==> config.mk <==
export PLATFORM = sky130hd
export DESIGN_NAME = isa_io_decoder
export DESIGN_NICKNAME = d
export VERILOG_FILES = /design/src/rtl/isa_dec_pkg.sv /design/src/rtl/isa_dev_match.sv /design/src/rtl/isa_sel_arbiter.sv /design/src/rtl/isa_wr_capture.sv /design/src/rtl/isa_io_decoder.sv
export SDC_FILE = /design/constraint.sdc
export NUM_CORES = 1
export LEC_CHECK = 0
export ABC_CLOCK_PERIOD_IN_PS = 3750
export BUFFER_PORTS_ARGS = -buffer_cell sky130_fd_sc_hd__buf_2
export CORE_AREA = 2 2 85 87
export CTS_CLUSTER_SIZE = 28
export DETAILED_ROUTE_END_ITERATION = 10
export DIE_AREA = 0 0 87 89
export GPL_ROUTABILITY_DRIVEN = 0
export PLACE_DENSITY_LB_ADDON = 0.1
export SLEW_MARGIN = 5
export SYNTH_ARGS = -nofsm -noshare
export SYNTH_HDL_FRONTEND = slang
export SYNTH_SLANG_ARGS = --single-unit
==> constraint.sdc <==
create_clock -name clk -period 3.75 [get_ports clk]
set_clock_uncertainty 0.15 [all_clocks]
set_input_delay 0.5625 -clock clk [delete_from_list [all_inputs] [get_ports clk]]
set_output_delay 0.5625 -clock clk [all_outputs]
set_load 0.02 [all_outputs]
==> src/rtl/isa_dec_pkg.sv <==
// Package isa_dec_pkg
// Shared widths and types for the ISA I/O decoder. Assumes an 8-bit data
// path and a 16-bit I/O address, of which 12 bits form the decode space.
package isa_dec_pkg;
    localparam int ADDR_W  = 16;
    localparam int SPACE_W = 12;
    localparam int DATA_W  = 8;

    typedef logic [ADDR_W-1:0]  bus_addr_t;
    typedef logic [SPACE_W-1:0] space_addr_t;
    typedef logic [DATA_W-1:0]  bus_byte_t;
endpackage

==> src/rtl/isa_dev_match.sv <==
// Module isa_dev_match
// Address comparator for one logical device. It compares the bits above the
// window with the base. A 10-bit device also demands zero in bits 11..10. In
// wide mode the upper nibble must be zero, and a device marked DROP_IN_WIDE
// turns off. Assumes WIN >= 1, WIN <= OFF_W and a base aligned to the window.
module isa_dev_match
    import isa_dec_pkg::*;
#(
    parameter int WIN          = 3,
    parameter bit DEC12        = 1'b0,
    parameter bit DROP_IN_WIDE = 1'b0,
    parameter int OFF_W        = 4
) (
    input  bus_addr_t          addr,
    input  space_addr_t        base,
    input  logic               en,
    input  logic               wide16,
    output logic               hit,
    output logic [OFF_W-1:0]   offset
);
    localparam space_addr_t CMP_MASK  = space_addr_t'({SPACE_W{1'b1}} << WIN);
    localparam space_addr_t SPAN_MASK = DEC12 ? space_addr_t'(12'hFFF) : space_addr_t'(12'h3FF);

    space_addr_t base_eff;
    space_addr_t diff;
    space_addr_t low_bits;
    logic        upper_ok;
    logic        live;

    // Compare the address against the effective base above the window.
    always_comb begin
        base_eff = base & SPAN_MASK;
        diff     = (addr[SPACE_W-1:0] ^ base_eff) & CMP_MASK;
        upper_ok = !wide16 || (addr[ADDR_W-1:SPACE_W] == '0);
        live     = en && !(DROP_IN_WIDE && wide16);
        hit      = live && upper_ok && (diff == '0);
    end

    // Extract the register offset from the bits inside the window.
    always_comb begin
        low_bits = addr[SPACE_W-1:0] & ~CMP_MASK;
        offset   = low_bits[OFF_W-1:0];
    end
endmodule

==> src/rtl/isa_sel_arbiter.sv <==
// Module isa_sel_arbiter
// Qualifies the per-device hits with AEN and the DMA acknowledges, grants the
// lowest-index hit, muxes its offset and keeps a sticky overlap flag.
// Assumes the hit vector is combinational from the current bus state.
module isa_sel_arbiter #(
    parameter int NUM_DEV  = 7,
    parameter int NUM_DACK = 4,
    parameter int OFF_W    = 4
) (
    input  logic                      clk,
    input  logic                      rst_n,
    input  logic [NUM_DEV-1:0]        raw_hit,
    input  logic [NUM_DEV*OFF_W-1:0]  raw_off,
    input  logic                      aen,
    input  logic [NUM_DACK-1:0]       dma_ack,
    output logic [NUM_DEV-1:0]        sel,
    output logic [OFF_W-1:0]          off,
    output logic                      overlap_q
);
    logic               qual;
    logic [NUM_DEV-1:0] grant;
    logic               clash;

    // Pick the lowest set hit and gate it with cycle qualification.
    always_comb begin
        qual  = !aen && (dma_ack == '0);
        grant = raw_hit & (~raw_hit + NUM_DEV'(1));
        sel   = qual ? grant : '0;
        clash = qual && ((raw_hit & ~grant) != '0);
    end

    // Route the offset of the granted device.
    always_comb begin
        off = '0;
        for (int i = 0; i < NUM_DEV; i++) begin
            if (sel[i]) off = off | raw_off[i*OFF_W +: OFF_W];
        end
    end

    // Sticky record of any qualified cycle claimed by more than one device.
    always_ff @(posedge clk) begin
        if (!rst_n)     overlap_q <= 1'b0;
        else if (clash) overlap_q <= 1'b1;
    end

    p_sel_onehot_r7: assert property (@(posedge clk) disable iff (!rst_n)
        $onehot0(sel));
    p_sel_lowest_r7: assert property (@(posedge clk) disable iff (!rst_n)
        (sel != '0) |-> ((sel - NUM_DEV'(1)) & raw_hit) == '0);
    p_dma_blocks_r6: assert property (@(posedge clk) disable iff (!rst_n)
        (aen || (dma_ack != '0)) |-> (sel == '0));
    p_overlap_sticky_r8: assert property (@(posedge clk) disable iff (!rst_n)
        overlap_q |=> overlap_q);
endmodule

==> src/rtl/isa_wr_capture.sv <==
// Module isa_wr_capture
// Detects the release of the active-low write strobe on the block clock and
// latches the data byte, the select and the offset at that edge. Assumes the
// address and data stay stable through the strobe release.
module isa_wr_capture
    import isa_dec_pkg::*;
#(
    parameter int NUM_DEV = 7,
    parameter int OFF_W   = 4
) (
    input  logic               clk,
    input  logic               rst_n,
    input  logic               iow_n,
    input  bus_byte_t          sd_in,
    input  logic [NUM_DEV-1:0] sel,
    input  logic [OFF_W-1:0]   off,
    output logic               wr_stb,
    output bus_byte_t          wr_data,
    output logic [NUM_DEV-1:0] wr_sel,
    output logic [OFF_W-1:0]   wr_offset
);
    logic iow_q;
    logic release_now;

    // Remember the strobe level of the previous edge.
    always_ff @(posedge clk) begin
        if (!rst_n) iow_q <= 1'b1;
        else        iow_q <= iow_n;
    end

    // A low-to-high transition of the strobe with a live select.
    always_comb release_now = iow_n && !iow_q && (sel != '0);

    // Latch the write and raise the strobe for one cycle.
    always_ff @(posedge clk) begin
        if (!rst_n) begin
            wr_stb    <= 1'b0;
            wr_data   <= '0;
            wr_sel    <= '0;
            wr_offset <= '0;
        end else begin
            wr_stb <= release_now;
            if (release_now) begin
                wr_data   <= sd_in;
                wr_sel    <= sel;
                wr_offset <= off;
            end
        end
    end

    p_wr_single_r10: assert property (@(posedge clk) disable iff (!rst_n)
        wr_stb |=> !wr_stb);
    p_wr_sel_onehot_r10: assert property (@(posedge clk) disable iff (!rst_n)
        wr_stb |-> $onehot(wr_sel));
endmodule

==> src/rtl/isa_io_decoder.sv <==
// Module isa_io_decoder
// Top of the ISA I/O decoder: one comparator per logical device, a priority
// arbiter with cycle qualification, the read data steering with bus enable,
// and write capture. Device order fixes priority; CD_IDX names the device
// whose pins the wide decode mode takes over.
module isa_io_decoder
    import isa_dec_pkg::*;
#(
    parameter int                      NUM_DEV    = 7,
    parameter int                      NUM_DACK   = 4,
    parameter int                      OFF_W      = 4,
    parameter logic [NUM_DEV-1:0]      DEC12_MASK = 7'b0010001,
    parameter logic [NUM_DEV*4-1:0]    WIN_BITS   = {4'd2, 4'd1, 4'd3, 4'd3, 4'd4, 4'd2, 4'd3},
    parameter int                      CD_IDX     = 6
) (
    input  logic                        clk,
    input  logic                        rst_n,
    input  logic [15:0]                 bus_addr,
    input  logic                        aen,
    input  logic [NUM_DACK-1:0]         dma_ack,
    input  logic                        ior_n,
    input  logic                        iow_n,
    input  logic [7:0]                  sd_in,
    output logic [7:0]                  sd_out,
    output logic                        sd_oe,
    input  logic                        wide_decode,
    input  logic [NUM_DEV-1:0]          dev_en,
    input  logic [NUM_DEV*SPACE_W-1:0]  dev_base,
    input  logic [NUM_DEV*DATA_W-1:0]   rd_data,
    output logic [NUM_DEV-1:0]          dev_sel,
    output logic [OFF_W-1:0]            reg_offset,
    output logic                        wr_stb,
    output logic [7:0]                  wr_data,
    output logic [NUM_DEV-1:0]          wr_sel,
    output logic [OFF_W-1:0]            wr_offset,
    output logic                        overlap_seen
);
    logic [NUM_DEV-1:0]       raw_hit;
    logic [NUM_DEV*OFF_W-1:0] raw_off;
    bus_byte_t                mux_byte;

    // One comparator per device, each with its own window and decode width.
    for (genvar g = 0; g < NUM_DEV; g++) begin : g_dev
        isa_dev_match #(
            .WIN          (int'(WIN_BITS[g*4 +: 4])),
            .DEC12        (DEC12_MASK[g]),
            .DROP_IN_WIDE (g == CD_IDX),
            .OFF_W        (OFF_W)
        ) u_match (
            .addr   (bus_addr),
            .base   (dev_base[g*SPACE_W +: SPACE_W]),
            .en     (dev_en[g]),
            .wide16 (wide_decode),
            .hit    (raw_hit[g]),
            .offset (raw_off[g*OFF_W +: OFF_W])
        );
    end

    isa_sel_arbiter #(
        .NUM_DEV  (NUM_DEV),
        .NUM_DACK (NUM_DACK),
        .OFF_W    (OFF_W)
    ) u_arb (
        .clk       (clk),
        .rst_n     (rst_n),
        .raw_hit   (raw_hit),
        .raw_off   (raw_off),
        .aen       (aen),
        .dma_ack   (dma_ack),
        .sel       (dev_sel),
        .off       (reg_offset),
        .overlap_q (overlap_seen)
    );

    // Steer the selected device's byte towards the bus driver.
    always_comb begin
        mux_byte = '0;
        for (int i = 0; i < NUM_DEV; i++) begin
            if (dev_sel[i]) mux_byte = mux_byte | rd_data[i*DATA_W +: DATA_W];
        end
    end

    // Drive the bus only while reading a claimed address.
    always_comb begin
        sd_oe  = !ior_n && (dev_sel != '0);
        sd_out = sd_oe ? mux_byte : '0;
    end

    isa_wr_capture #(
        .NUM_DEV (NUM_DEV),
        .OFF_W   (OFF_W)
    ) u_wr (
        .clk       (clk),
        .rst_n     (rst_n),
        .iow_n     (iow_n),
        .sd_in     (sd_in),
        .sel       (dev_sel),
        .off       (reg_offset),
        .wr_stb    (wr_stb),
        .wr_data   (wr_data),
        .wr_sel    (wr_sel),
        .wr_offset (wr_offset)
    );

    p_oe_needs_sel_r9: assert property (@(posedge clk) disable iff (!rst_n)
        sd_oe |-> (!ior_n && (dev_sel != '0)));
    p_disabled_silent_r5: assert property (@(posedge clk) disable iff (!rst_n)
        (dev_sel & ~dev_en) == '0);
    p_cd_off_wide_r4: assert property (@(posedge clk) disable iff (!rst_n)
        wide_decode |-> !dev_sel[CD_IDX]);
    p_upper_zero_wide_r3: assert property (@(posedge clk) disable iff (!rst_n)
        (wide_decode && (bus_addr[15:12] != 4'h0)) |-> (dev_sel == '0));
    p_no_write_in_dma_r6: assert property (@(posedge clk) disable iff (!rst_n)
        (aen || (dma_ack != '0)) |=> !wr_stb);
endmodule

; Word-level counts from Yosys, hierarchy flattened
; Cells that the tools add are included.
[word_totals]
inputBits = 181
elab_cells = 82
ff_bits = 22
output_inout_bits = 41
[classes]
mux = 16
bitwise_logic = 23
addsub = 1
n_reduce_logical = 36
[ops]
columns = op, n
row1 = $logic_not A12 Y1, 7
row2 = $mux W8, 8
row3 = $xor A12 B10 Y12, 5
row4 = $or A8 B8 Y8, 6
row5 = $mux W4, 6
row6 = $xor A12 B12 Y12, 2
row7 = $logic_and A1 B1 Y1, 20
row8 = $and A7 B7 Y7, 2
row9 = $not A7 Y7, 2
row10 = $reduce_bool A7 Y1, 2
row11 = $logic_not A4 Y1, 2
row12 = $or A4 B3 Y4, 2
row13 = $add A7 B1 Y7 const B, 1
row14 = $mux W7, 1
row15 = $logic_not A1 Y1, 4
row16 = $or A4 B1 Y4, 1
row17 = $or A4 B2 Y4, 1
row18 = $or A4 B4 Y4, 1
row19 = $mux W3, 1
row20 = $or A3 B2 Y3, 1
row21 = $logic_or A1 B1 Y1, 1

; Longest topological paths before layout
; Gate-level depths: netlist (run 1).
[logic_depth]
ltp_word = 22
ltp_mapped = 10
depth_no_buf = 7

; Hierarchy
; A second synthesis (run 1) with hierarchy kept.
[hier_totals]
hier_cells = 325
area_unflattened_um2 = 2687.6
[modules_own_cells]
columns = module, seq_area_each_um2, area_each_um2, n_inst, cells_per_inst
row1 = isa_wr_capture, 420.4, 880.8, 1, 90
row2 = isa_sel_arbiter, 20.0, 439.2, 1, 64
row3 = isa_io_decoder, 0.0, 341.6, 1, 44
row4 = isa_dev_match (g_dev[0].u_match ...), 0.0, 156.4, 2, 19
row5 = isa_dev_match (g_dev[5].u_match), 0.0, 161.4, 1, 20
row6 = isa_dev_match (g_dev[1].u_match), 0.0, 151.4, 1, 19
row7 = isa_dev_match (g_dev[6].u_match), 0.0, 137.6, 1, 17
row8 = isa_dev_match (g_dev[3].u_match), 0.0, 136.4, 1, 18
row9 = isa_dev_match (g_dev[2].u_match), 0.0, 126.4, 1, 15

; Worst setup path after synthesis (run 1)
; No wires, ideal clock.
[synth_path]
path_type = input port to output port
start = input port bus_addr[15]
end = output port sd_out[1]
path_stages = 7
arrival_ns = 2.642
t_required_ns = 3.037
setup_slack_ns = 0.396
n_path_buf = 1
path_cell_list = o41ai_4 > nand3_1 > nor4_1 > clkbuf_1 > a32o_1 > a221oi_2 > a41oi_1
[synth_via]
elab_chain_len = 22
elab_cells_between_ends = 36
classes_between = add/sub: 1 / mux: 9 / bitwise: 8 / reduce/logical: 18
[synth_rtl]
columns = element, line_no
row1 = "start, declared", isa_io_decoder.sv:18  ; input logic [15:0] bus_addr,
row2 = $logic_not A4 Y1 *, isa_dev_match.sv:34  ; upper_ok = !wide16 || (addr[ADDR_W-1:SPACE_W] == '0);
row3 = $logic_or A1 B1 Y1 *, isa_dev_match.sv:34
row4 = $logic_and A1 B1 Y1 * (2 in a row), isa_dev_match.sv:36  ; hit = live && upper_ok && (diff == '0);
row5 = $not A7 Y7, isa_sel_arbiter.sv:27  ; grant = raw_hit & (~raw_hit + NUM_DEV'(1));
row6 = $add A7 B1 Y7, isa_sel_arbiter.sv:27
row7 = $and A7 B7 Y7 *, isa_sel_arbiter.sv:27
row8 = $mux W7 *, isa_sel_arbiter.sv:28  ; sel = qual ? grant : '0;
row9 = named net dev_sel[0], isa_io_decoder.sv:30  ; output logic [NUM_DEV-1:0] dev_sel,
row10 = (+6 left out), --
row11 = $mux W8, isa_io_decoder.sv:79  ; if (dev_sel[i]) mux_byte = mux_byte | rd_data[i*DATA_W +: DATA_W];
row12 = $or A8 B8 Y8, isa_io_decoder.sv:79
row13 = $mux W8, isa_io_decoder.sv:79
row14 = $or A8 B8 Y8, isa_io_decoder.sv:79
row15 = $mux W8, isa_io_decoder.sv:79
row16 = $or A8 B8 Y8, isa_io_decoder.sv:79
row17 = $mux W8, isa_io_decoder.sv:79
row18 = $mux W8 *, isa_io_decoder.sv:86  ; sd_out = sd_oe ? mux_byte : '0;
row19 = "end, declared", isa_io_decoder.sv:24  ; output logic [7:0] sd_out,
; Mark *: on every way through the listed nets, which the timed path passes. The rest lies on a longest branch.

; Final worst setup path (run 1)
[layout_path]
start = input port bus_addr[15]
end = output port sd_out[2]
[layout_via]
elab_chain_len = 22
elab_cells_between_ends = 36
classes_between = add/sub: 1 / mux: 9 / bitwise: 8 / reduce/logical: 18
[layout_rtl]
columns = element, line_no
row1 = $logic_not A4 Y1 *, isa_dev_match.sv:34
row2 = $logic_or A1 B1 Y1 *, isa_dev_match.sv:34
row3 = $logic_and A1 B1 Y1 (2 in a row), isa_dev_match.sv:36
row4 = $not A7 Y7, isa_sel_arbiter.sv:27
row5 = $add A7 B1 Y7, isa_sel_arbiter.sv:27
row6 = $and A7 B7 Y7 *, isa_sel_arbiter.sv:27
row7 = $mux W7 *, isa_sel_arbiter.sv:28
row8 = $mux W8, isa_io_decoder.sv:79
row9 = (+5 left out), --
row10 = $mux W8, isa_io_decoder.sv:79
row11 = $or A8 B8 Y8, isa_io_decoder.sv:79
row12 = $mux W8, isa_io_decoder.sv:79
row13 = $or A8 B8 Y8, isa_io_decoder.sv:79
row14 = $mux W8, isa_io_decoder.sv:79
row15 = $or A8 B8 Y8, isa_io_decoder.sv:79
row16 = $mux W8, isa_io_decoder.sv:79
row17 = $mux W8 *, isa_io_decoder.sv:86
; Mark *: on every way between the ends. The rest lies on a longest branch, timed or not.

==> impl_summary.log, run 1 <==
[metrics] Std-Cell Core Area: 6720 um2
[metrics] met1 wire length: ~3400 um
[metrics] global-route wire length before repair: between 10000 and 15000 um
[metrics] unique cell type count in the Yosys netlist: 43
[metrics] number of standard cells in the layout, taps in and fillers out: ~560
[metrics] pin count of the biggest net entering global routing: 24
[metrics] highest metal layer with signal wires: met4
[metrics] area of the die: roughly 7700 um2
[metrics] cell type with the largest total area after synthesis: dfxtp_1
[metrics] dominant combinational cell family by area after synthesis: simple AND/OR/NAND/NOR gates
[metrics] number of sinks handled by clock tree synthesis: 22
[metrics] Mapped Area: approximately 2300 um2
[metrics] top cell type's share of synthesized area: a little under a fifth
[metrics] vias in the first global route: between 2000 and 3000
[metrics] number of buffers created by CTS: 3
[metrics] type of element launching the critical path: input port
[metrics] Worst R2R Path Depth: 5
[metrics] Arrival @ worst endpoint: a little under 3 ns
[metrics] total length of routed met2 wires: roughly 4400 um
[metrics] remaining number of nets flagged by the antenna check after routing: 0
[metrics] relative contribution of combinational cells to total power: between 20% and 30%
[metrics] worst relative slew slack: 55.1%
[metrics] worst hold path stage count: 2
[metrics] Util after Layout: just over 50%
[metrics] critical path type: in2out
[metrics] parity-gate share of the synthesized area counting xor and xnor cells: between 20% and 30%
[metrics] leading cell type by number of instances after synthesis: xnor2_1
[metrics] unrepaired setup endpoints after global routing: no
[metrics] width of the die: approximately 87 um
[metrics] routed via count: roughly 2900
[metrics] row cnt: 30
[metrics] count of routing violations after the opening detailed-route iteration: 75
[metrics] standby leakage power: about 1.5 nW
[metrics] most used standard cells in the synthesized netlist: xnor2_1, nand2_1, nand4_1
[metrics] number of filler instances in the final layout: about 690
[metrics] warning count from the yosys run: 0
[metrics] Hold-fix buffers, CTS: 0
[metrics] achievable clock frequency: 277 MHz
[metrics] fraction of the mapped netlist area in compound gates: roughly a quarter
[metrics] summed negative setup slack over all endpoints: 0 ns
[metrics] worst voltage drop across the vdd grid: ~0.15 mV
[metrics] internal power of the cells: 0.480 mW
[metrics] share of cells above drive strength 1: between 40% and 50%
[metrics] H-tree depth reported by CTS: 1
[metrics] dpl hpwl: 6880 um
[metrics] fraction of the yosys area taken by sequential cells: between 10% and 20%
[metrics] number of vias per cell: approximately 5.2
[metrics] Setup crit end kind: primary output
[metrics] switching share of total power: about a quarter
[metrics] Cells after DPL: between 500 and 600
[metrics] clock tree from TritonCTS: yes
[metrics] power density normalized to cell area: 185 nW/um2
[metrics] antenna violations before repair: 0
[metrics] Syn Nets: between 400 and 500
[metrics] reported max-cap violation count: 0
[metrics] number of remaining DRC errors: 0
[metrics] n_diodes: 0
[metrics] Die Height: roughly 89 um
[metrics] buffer cell driving the clock tree root: clkbuf_8
[metrics] final-report hold violation count: 0
[metrics] proportion of synthesized flip-flops having asynchronous set or reset: 0%
[metrics] hold crit path type: reg2reg
[metrics] synthesis-stage register bit count: 22
[metrics] footprint of the multi-input gates: between 1500 and 2000 um2
[metrics] Total Routed Length: 8490 um
[metrics] Synth-to-Final Area Change: 50.2%
[metrics] critical-path maximum fanout: 10
[metrics] Worst Min Path Start: u_wr.wr_data[6]
[metrics] number of slew-limit violations in the final report: 0
[metrics] flop-to-flop setup slack: roughly 2.0 ns
[metrics] Hold Path Sink: u_wr.wr_data[6]
[metrics] power share of the clock group: 34.5%
[metrics] insertion delay to the later sink of the worst-skew pair: ~0.26 ns
[metrics] Congestion Overflow GR: 0
[metrics] origin of the critical flop-to-flop path: u_wr.iow_q
[metrics] top flip-flop cell by instance count after synthesis: dfxtp_1
[metrics] net total in the final layout: between 600 and 700
[metrics] Initial Util: between 30% and 40%
[metrics] leading cell types by total area after synthesis: dfxtp_1, xnor2_1, nand4_1, nand2_1, a221oi_2
[metrics] result of the run: complete, no violations
[metrics] footprint of the flip-flops and latches: between 400 and 500 um2
[metrics] cells after synthesis: about 290
[metrics] WP data required: a little over 3 ns
[metrics] final worst path period share: approximately 96%
[metrics] setup-violating endpoint count in the final report: 0
[metrics] actual slew at the worst max-slew pin: roughly 0.67 ns
[metrics] Reg power frac: a little over a third
[metrics] count of port buffers added during placement: ~190
[metrics] end of the worst register-to-register path: u_wr.wr_sel[6]
[metrics] fraction of the mapped netlist area in adder cells: 0%
[metrics] Post-CTS Setup Repair Bufs: 0
[metrics] post-layout min period: 3.61 ns
[metrics] total net switching power: ~0.16 mW
[metrics] GR Util All Layers: between 20% and 30%
[metrics] number of flops mapped to enable cells by yosys: 0
[metrics] I/O pin cnt: about 220
[metrics] Clock Tree Buf Depth: 2
[metrics] DR WL/cell: roughly 15 um
[metrics] area fraction in and, or, nand and nor cells after synthesis: 28.2%
[metrics] met3 routed wirelength: ~650 um
[metrics] Mapped Avg Cell Area: slightly above 8 um2
[metrics] share of synthesized area spent on multiplexers: 0%
[metrics] clock transition at the registers of the reported paths: around 0.080 ns
[metrics] Initial DRT Pass Iterations: 6
[metrics by stage]
step                setup slack [ns]  total power, mW  cell area [um2]  hold WS, ns
finish                         0.145            0.639             3460        0.296
detailed placement            0.0850            0.425             3370        0.289
CTS                           0.0699            0.646             3440        0.301
floorplan                      0.396            0.328             2300        0.361
global placement              0.0884            0.421             3370        0.283
global route                  0.0245            0.674             3460        0.320
[timing repair]
| action | CTS | global route |
|---|---|---|
| endpoints found under the hold margin | 0 | 0 |
| gates resized for setup | 0 | 3 |
| endpoints found under the setup margin | 0 | 8 |
[per-layer routing]
layer | GRT usage (%) | vias to the layer above
met5 | 0 | -
met4 | 1.99 | 0
met3 | 4.62 | 7
met2 | 39.4 | 127
met1 | 24.0 | 1297
li1 | - | 1437
[worst max-delay path, cell delays in order]
cell	delay [ns]
buf_2	0.11
o41ai_4	0.45
nand3_1	0.26
nor3_4	0.30
buf_4	0.17
nor2_2	0.08
o2111a_1	0.17
buf_4	0.19
a221oi_2	0.24
a41oi_1	0.15
buf_2	0.19
[power groups by stage]
| stage | combinational, mW | clock, mW | sequential (mW) |
|---|---|---|---|
| 2_1_floorplan | 0.0884 | 0 | 0.240 |
| 3_3_place_gp | 0.182 | 0 | 0.240 |
| 3_5_place_dp | 0.186 | 0 | 0.240 |
| 4_1_cts | 0.187 | 0.225 | 0.234 |
| 5_1_grt | 0.202 | 0.237 | 0.234 |
| 6_report | 0.185 | 0.221 | 0.234 |
[kinds of logic after synthesis]
logic type,count (synthesis)
flip-flops,22
XOR/XNOR,56
AND/OR/NAND/NOR,123
AO/OA/AOI/OAI,60
buffers and inverters,24
[flip-flops by register name, indices dropped and copies added (netlist names)]
signal,count
u_wr.wr_data,8
u_arb.overlap_q,1
u_wr.iow_q,1
u_wr.wr_stb,1
u_wr.wr_offset,4
u_wr.wr_sel,7
[area by class of cell]
cell class,instances,share of cell area (%)
Multi-Input combinational cell,239,51.0
Timing Repair Buffer,208,31.2
Sequential cell,22,12.7
Tap cell,80,2.89
Clock buffer,3,1.19
Clock inverter,1,0.867
Inverter,2,0.217
[how the worst max path moves through the flow]
stage,startpoint,to,slack [ns],depth (start not counted)
final,bus_addr[15],sd_out[2],0.14,11
after global routing,bus_addr[15],sd_out[2],0.02,11
after CTS,bus_addr[15],sd_out[5],0.07,9
after detailed placement,bus_addr[15],sd_out[5],0.08,9
after global placement,bus_addr[15],sd_out[1],0.09,9
after floorplan,bus_addr[15],sd_out[1],0.40,7
[cell usage in the layout (no fill, tap or decap), types with 7 or more instances in the layout]
cell type	n
xnor2_1	49
nand3_1	7
a32o_1	8
a221oi_2	8
nor2_1	9
buf_4	15
dfxtp_1	22
xor2_1	7
nand2_1	47
a21boi_0	9
buf_2	193
a21boi_1	10
nand4_1	29
a41oi_1	8
(Power assumes the default switching activity.)
==> run 2, diff against run 1 <==
ABC_CLOCK_PERIOD_IN_PS = 3300   (was 3750)
CORE_AREA = unset   (was 2 2 85 87)
CORE_MARGIN = 2   (was unset)
CORE_UTILIZATION = 34   (was unset)
DIE_AREA = unset   (was 0 0 87 89)
REMOVE_ABC_BUFFERS = 1   (was unset)
clock period = 3.3 ns   (was 3.75 ns; I/O delays follow)
==> run 2 against run 1 <==
  * Power is 6.6% higher
  * Worst hold slack got worse by 0.023 ns
  * Wire length up 6.0%
  * Clock-buffer cell count up 1
  * Sequential share of layout area down 0.69 points
  * Cell count grew 2.3%
  * Register-to-register slack got worse by 0.55 ns
==> impl_summary.log, run 2 (same netlist as run 1, synthesis figures left out) <==
[metrics] DR WL/cell: between 15 and 20 um
[metrics] footprint of the multi-input gates: between 1500 and 2000 um2
[metrics] routed via count: slightly below 3000
[metrics] buffer cell driving the clock tree root: clkbuf_8
[metrics] I/O pin cnt: roughly 220
[metrics] number of standard cells in the layout, taps in and fillers out: ~570
[metrics] Std-Cell Core Area: approximately 6700 um2
[metrics] number of buffers created by CTS: 3
[metrics] number of vias per cell: 5.24
[metrics] unrepaired setup endpoints after global routing: yes
[metrics] Biggest register: u_wr.wr_data
[metrics] final-report hold violation count: 0
[metrics] number of sinks handled by clock tree synthesis: 22
[metrics] final worst path period share: a little under 100%
[metrics] actual slew at the worst max-slew pin: slightly below 0.7 ns
[metrics] GR Util All Layers: a little over a fifth
[metrics] clock transition at the registers of the reported paths: about 0.080 ns
[metrics] insertion delay to the later sink of the worst-skew pair: roughly 0.26 ns
[metrics] global-route wire length before repair: ~13000 um
[metrics] result of the run: complete, no violations
[metrics] power density normalized to cell area: about 190 nW/um2
[metrics] number of flip-flops in the largest register: 8
[metrics] Synth-to-Final Area Change: 58.8%
[metrics] commonest non-fill, non-tap cell in the layout: buf_2
[metrics] Arrival @ worst endpoint: between 2 and 3 ns
[metrics] biggest registers after layout: u_wr.wr_data (8), u_wr.wr_sel (7), u_wr.wr_offset (4)
[metrics] footprint of the flip-flops and latches: 440 um2
[metrics] worst voltage drop across the vdd grid: 0.248 mV
[metrics] number of filler instances in the final layout: between 600 and 700
[metrics] setup-violating endpoint count in the final report: 0
[metrics] n_diodes: 0
[metrics] top library cells by usage in the layout, fill and taps aside: buf_2, xnor2_1, nand2_1, nand4_1, buf_4
[metrics] hold crit path type: in2reg
[metrics] Initial DRT Pass Iterations: 4
[metrics] summed negative setup slack over all endpoints: 0 ns
[metrics] net total in the final layout: between 600 and 700
[metrics] Die Height: 86.3 um
[metrics] pin count of the biggest net entering global routing: 24
[metrics] standby leakage power: approximately 1.6 nW
[metrics] share of cells above drive strength 1: between 50% and 60%
[metrics] number of remaining DRC errors: 0
[metrics] H-tree depth reported by CTS: 1
[metrics] critical-path maximum fanout: 10
[metrics] critical path type: in2out
[metrics] width of the die: roughly 86 um
[metrics] count of routing violations after the opening detailed-route iteration: between 100 and 150
[metrics] Initial Util: between 30% and 40%
[metrics] reported max-cap violation count: 0
[metrics] worst relative slew slack: between 50 and 60%
[metrics] count of port buffers added during placement: ~190
[metrics] Congestion Overflow GR: 0
[metrics] vias in the first global route: roughly 2800
[metrics] area of the die: roughly 7500 um2
[metrics] antenna violations before repair: 0
[metrics] number of slew-limit violations in the final report: 0
[metrics] type of element launching the critical path: input port
[metrics] Clock Tree Buf Depth: 2
[metrics] achievable clock frequency: 312 MHz
[metrics] post-layout min period: roughly 3.2 ns
[metrics] Total Routed Length: ~9000 um
[metrics] Cells after DPL: roughly 560
[metrics] Setup crit end kind: primary output
[metrics] WP data required: approximately 2.7 ns
[metrics] row cnt: 30
[metrics] clock tree from TritonCTS: yes
[metrics] dpl hpwl: 7080 um
[metrics] remaining number of nets flagged by the antenna check after routing: 0
[run 2: cell types whose count changed in the layout (fill, tap and decap cells not counted), moves of 2 or more]
cell	previous run	this run
buf_12	0	2
nor3_1	6	4
buf_4	15	27
a41oi_2	0	4
buf_2	193	191
a41oi_1	8	4
nor3_4	1	4
[run 2: critical path: stages]
cell and delay [ns]:
buf_2 0.11, o41ai_4 0.45, nand2_2 0.14, buf_4 0.19, nor3_4 0.19, buf_4 0.16, o2111a_1 0.22, buf_12 0.16
a221oi_2 0.06, a41oi_1 0.18, buf_2 0.20
[run 2: layer usage]
metal	routed length (um)	track usage, %	vias to the layer above
li1	-	-	1468
met1	3760	27.8	1362
met2	4550	39.5	139
met3	624	3.43	7
met4	68	3.98	0
met5	0	0	-
[run 2: report_power, final]
group	internal, mW	total [mW]	switching, mW
combinational	0.121	0.221	0.100
sequential	0.266	0.266	0.000144
clock	0.106	0.195	0.0883
total	0.493	0.682	0.189
[run 2: path summary, 6_finish.rpt]
path | start | endpoint | slack (ns) | depth (start not counted)
max | bus_addr[12] | sd_out[4] | 0.09 | 11
min | iow_n | u_wr.iow_q | 0.27 | 2
min reg2reg | u_wr.wr_data[6] | u_wr.wr_data[6] | 0.30 | 2
max reg2reg | u_wr.iow_q | u_wr.wr_sel[6] | 1.47 | 5
[run 2: final cells by class]
class	instances	area share, %
multi-input cells	239	50.5
inverters	2	0.205
flip-flops and latches	22	12.0
clock buffers	4	1.50
repair buffers	221	33.1
well taps	80	2.74
[run 2: what timing repair did]
item | CTS | global route
setup endpoints to repair | 0 | 10
buffers inserted | 0 | 1
hold buffers | 0 | 0
gates resized for setup | 0 | 22
[run 2: per-stage QoR]
step | setup WS (ns) | cell area [um2] | total power [mW] | hold WS, ns | util [%]
final | 0.0927 | 3660 | 0.682 | 0.273 | 54.8
after global routing | -0.0262 | 3660 | 0.715 | 0.270 | 54.8
after CTS | 0.0116 | 3530 | 0.683 | 0.265 | 52.9
after detailed placement | 0.0168 | 3480 | 0.486 | 0.290 | 52.0
after global placement | -0.00797 | 3480 | 0.480 | 0.285 | 52.0
after floorplan | -0.651 | 2180 | 0.354 | 0.361 | -
==> run 3, diff against run 2 <==
ABC_AREA = 1   (was unset)
CORE_UTILIZATION = 38   (was 34)
==> run 3 against run 2 <==
  * Synthesized cell count grew 96%
  * Sequential share of layout area shrank 1.4 points
  * Critical path depth grew 4
  * Utilization shrank 1.6 points
  * Via count grew 38%
  * Sequential power is essentially flat
  * Design area grew 13%
  * Clock power shrank 16%
  * Global-route usage grew 3.1 points
  * Maximum frequency grew 2.7%
==> impl_summary.log, run 3 <==
[metrics] result of the run: complete, no violations
[metrics] origin of the critical flop-to-flop path: u_wr.iow_q
[metrics] flop-to-flop setup slack: 1.90 ns
[metrics] share of cells above drive strength 1: around 36%
[metrics] worst relative slew slack: 66.8%
[metrics] count of routing violations after the opening detailed-route iteration: between 100 and 150
[metrics] Initial DRT Pass Iterations: 5
[metrics] n_diodes: 0
[metrics] dpl hpwl: between 9000 and 10000 um
[metrics] top flip-flop cell by instance count after synthesis: dfxtp_1
[metrics] reported max-cap violation count: 0
[metrics] Initial Util: approximately 39%
[metrics] Util after Layout: 53.1%
[metrics] Synth-to-Final Area Change: 34.6%
[metrics] cells after synthesis: 560
[metrics] actual slew at the worst max-slew pin: 0.496 ns
[metrics] number of slew-limit violations in the final report: 0
[metrics] row cnt: 32
[metrics] WP data required: 2.65 ns
[metrics] origin of the worst setup path: bus_addr[8]
[metrics] critical-path maximum fanout: 10
[metrics] most used standard cells in the synthesized netlist: nand2_1, nor2_1, inv_1
[metrics] number of remaining DRC errors: 0
[metrics] standby leakage power: 2.38 nW
[metrics] worst voltage drop across the vdd grid: between 0.1 and 0.15 mV
[metrics] number of flops mapped to enable cells by yosys: 0
[metrics] Mapped Avg Cell Area: roughly 5.5 um2
[metrics] unrepaired setup endpoints after global routing: yes
[metrics] area of the die: ~9000 um2
[metrics] Biggest register: u_wr.wr_data
[metrics] count of port buffers added during placement: 193
[metrics] Congestion Overflow GR: 0
[metrics] I/O pin cnt: around 220
[metrics] final worst path period share: around 95%
[metrics] number of sinks handled by clock tree synthesis: 22
[metrics] warning count from the yosys run: 0
[metrics] unique cell type count in the Yosys netlist: 41
[metrics] width of the die: 94.1 um
[metrics] synthesis-stage register bit count: 22
[metrics] buffer cell driving the clock tree root: clkbuf_8
[metrics] number of buffers created by CTS: 3
[metrics] Worst Min Path Start: iow_n
[metrics] clock tree from TritonCTS: yes
[metrics] power density normalized to cell area: roughly 170 nW/um2
[metrics] number of filler instances in the final layout: roughly 900
[metrics] insertion delay to the later sink of the worst-skew pair: 0.26 ns
[metrics] top library cells by usage in the layout, fill and taps aside: buf_2, nand2_1, nor2_1, inv_1, nand3_1
[metrics] top cell type's share of synthesized area: between 20% and 30%
[metrics] Die Height: 94.1 um
[metrics] Arrival @ worst endpoint: roughly 2.5 ns
[metrics] Post-CTS Setup Repair Bufs: 0
[metrics] H-tree depth reported by CTS: 1
[metrics] achievable clock frequency: approximately 320 MHz
[metrics] clock transition at the registers of the reported paths: 0.08 ns
[metrics] Total Power: about 0.72 mW
[metrics] setup-violating endpoint count in the final report: 0
[metrics] GR Util All Layers: 25.1%
[metrics] Clock Tree Buf Depth: 2
[metrics] end of the worst register-to-register path: u_wr.wr_data[1]
[metrics] cell type with the largest total area after synthesis: nand2_1
[metrics] Std-Cell Core Area: approximately 7800 um2
[metrics] remaining number of nets flagged by the antenna check after routing: 0
[metrics] leading cell types by total area after synthesis: nand2_1, dfxtp_1, nor2_1, nand3_1, inv_1
[metrics] DR WL/cell: between 10 and 15 um
[metrics] final-report hold violation count: 0
[metrics] net total in the final layout: 931
[metrics] destination of the critical timing path: sd_out[4]
[metrics] number of flip-flops in the largest register: 8
[metrics] critical path type: in2out
[metrics] hold crit path type: in2reg
[metrics] Worst R2R Path Depth: 6
[metrics] routed via count: ~4000
[metrics] vias in the first global route: about 4000
[metrics] type of element launching the critical path: input port
[metrics] number of vias per cell: just under 5
[metrics] leading cell type by number of instances after synthesis: nand2_1
[metrics] Total Routed Length: ~11000 um
[metrics] proportion of synthesized flip-flops having asynchronous set or reset: 0%
[metrics] antenna violations before repair: 0
[metrics] post-layout min period: around 3.1 ns
[metrics] biggest registers after layout: u_wr.wr_data (8), u_wr.wr_sel (7), u_wr.wr_offset (4)
[metrics] fraction of the yosys area taken by sequential cells: between 10 and 15%
[metrics] global-route wire length before repair: 17700 um
[metrics] commonest non-fill, non-tap cell in the layout: buf_2
[metrics] pin count of the biggest net entering global routing: 19
[metrics] Mapped Area: 3080 um2
[metrics] Setup crit end kind: primary output
## run 3: critical path: stages
cell	delay (ns)
buf_2	0.28
inv_4	0.09
nand2_1	0.09
nand2_1	0.05
inv_1	0.04
nand2_1	0.05
nor2_1	0.13
nand3_2	0.19
nand3_4	0.18
nor2_4	0.06
nand4_2	0.16
clkinvlp_4	0.24
a21oi_1	0.20
nor2_1	0.05
buf_2	0.16
## run 3: area by class of cell
type                            instances  area [um2]  share of cell area (%)
Inverter                               78         312                    7.51
Sequential cell                        22         440                    10.6
Clock buffer                            3        41.3                   0.995
Multi-Input combinational cell        447        2220                    53.6
Timing Repair Buffer                  198        1000                    24.2
Tap cell                              102         128                    3.08
## run 3: through the flow
step                cell area (um2)  cells  setup slack (ns)  hold WS, ns  setup TNS (ns)
floorplan                      2970    547             0.329        0.387               0
global placement               4100    847             0.148        0.301               0
detailed placement             4100    847             0.118        0.309               0
CTS                            4140    850             0.101        0.280               0
global route                   4150    850          -0.00832        0.278        -0.00832
finish                         4150    850             0.177        0.285               0
## run 3: cells by family after synthesis
logic type      after synthesis  share of synthesized area (%)
simple gates                386                           58.4
buf+inv                      91                           13.8
compound gates               37                           6.50
xor+xnor                     24                           7.06
flops                        22                           14.3
## run 3: layer usage
metal | up-vias | part of all wire, % | track usage, %
li1 | 2142 | - | -
met1 | 1785 | 40 | 29.8
met2 | 169 | 50 | 46.5
met3 | 21 | 7.5 | 4.01
met4 | 0 | 2.1 | 6.40
met5 | - | 0 | 0
## run 3: what timing repair did
| item | in CTS | in global routing |
|---|---|---|
| setup endpoints to repair | 0 | 9 |
| resized for setup | 0 | 3 |
| hold buffers | 0 | 0 |
## run 3: how the worst min path moves through the flow
stage / depth (start not counted) / slack [ns] / end
5_1_grt: 3 / 0.28 / u_wr.iow_q
3_5_place_dp: 2 / 0.31 / u_wr.wr_offset[1]
2_1_floorplan: 2 / 0.39 / u_wr.wr_offset[1]
4_1_cts: 3 / 0.28 / u_wr.wr_offset[0]
3_3_place_gp: 2 / 0.30 / u_wr.wr_offset[1]
6_report: 3 / 0.29 / u_wr.iow_q
## run 3: power breakdown
group          total, mW  switching [mW]  leakage [nW]  internal [mW]
Clock              0.163          0.0820        0.0216         0.0813
Combinational      0.293           0.163          2.18          0.130
Sequential         0.266        0.000264         0.177          0.266
Total              0.722           0.245          2.38          0.477
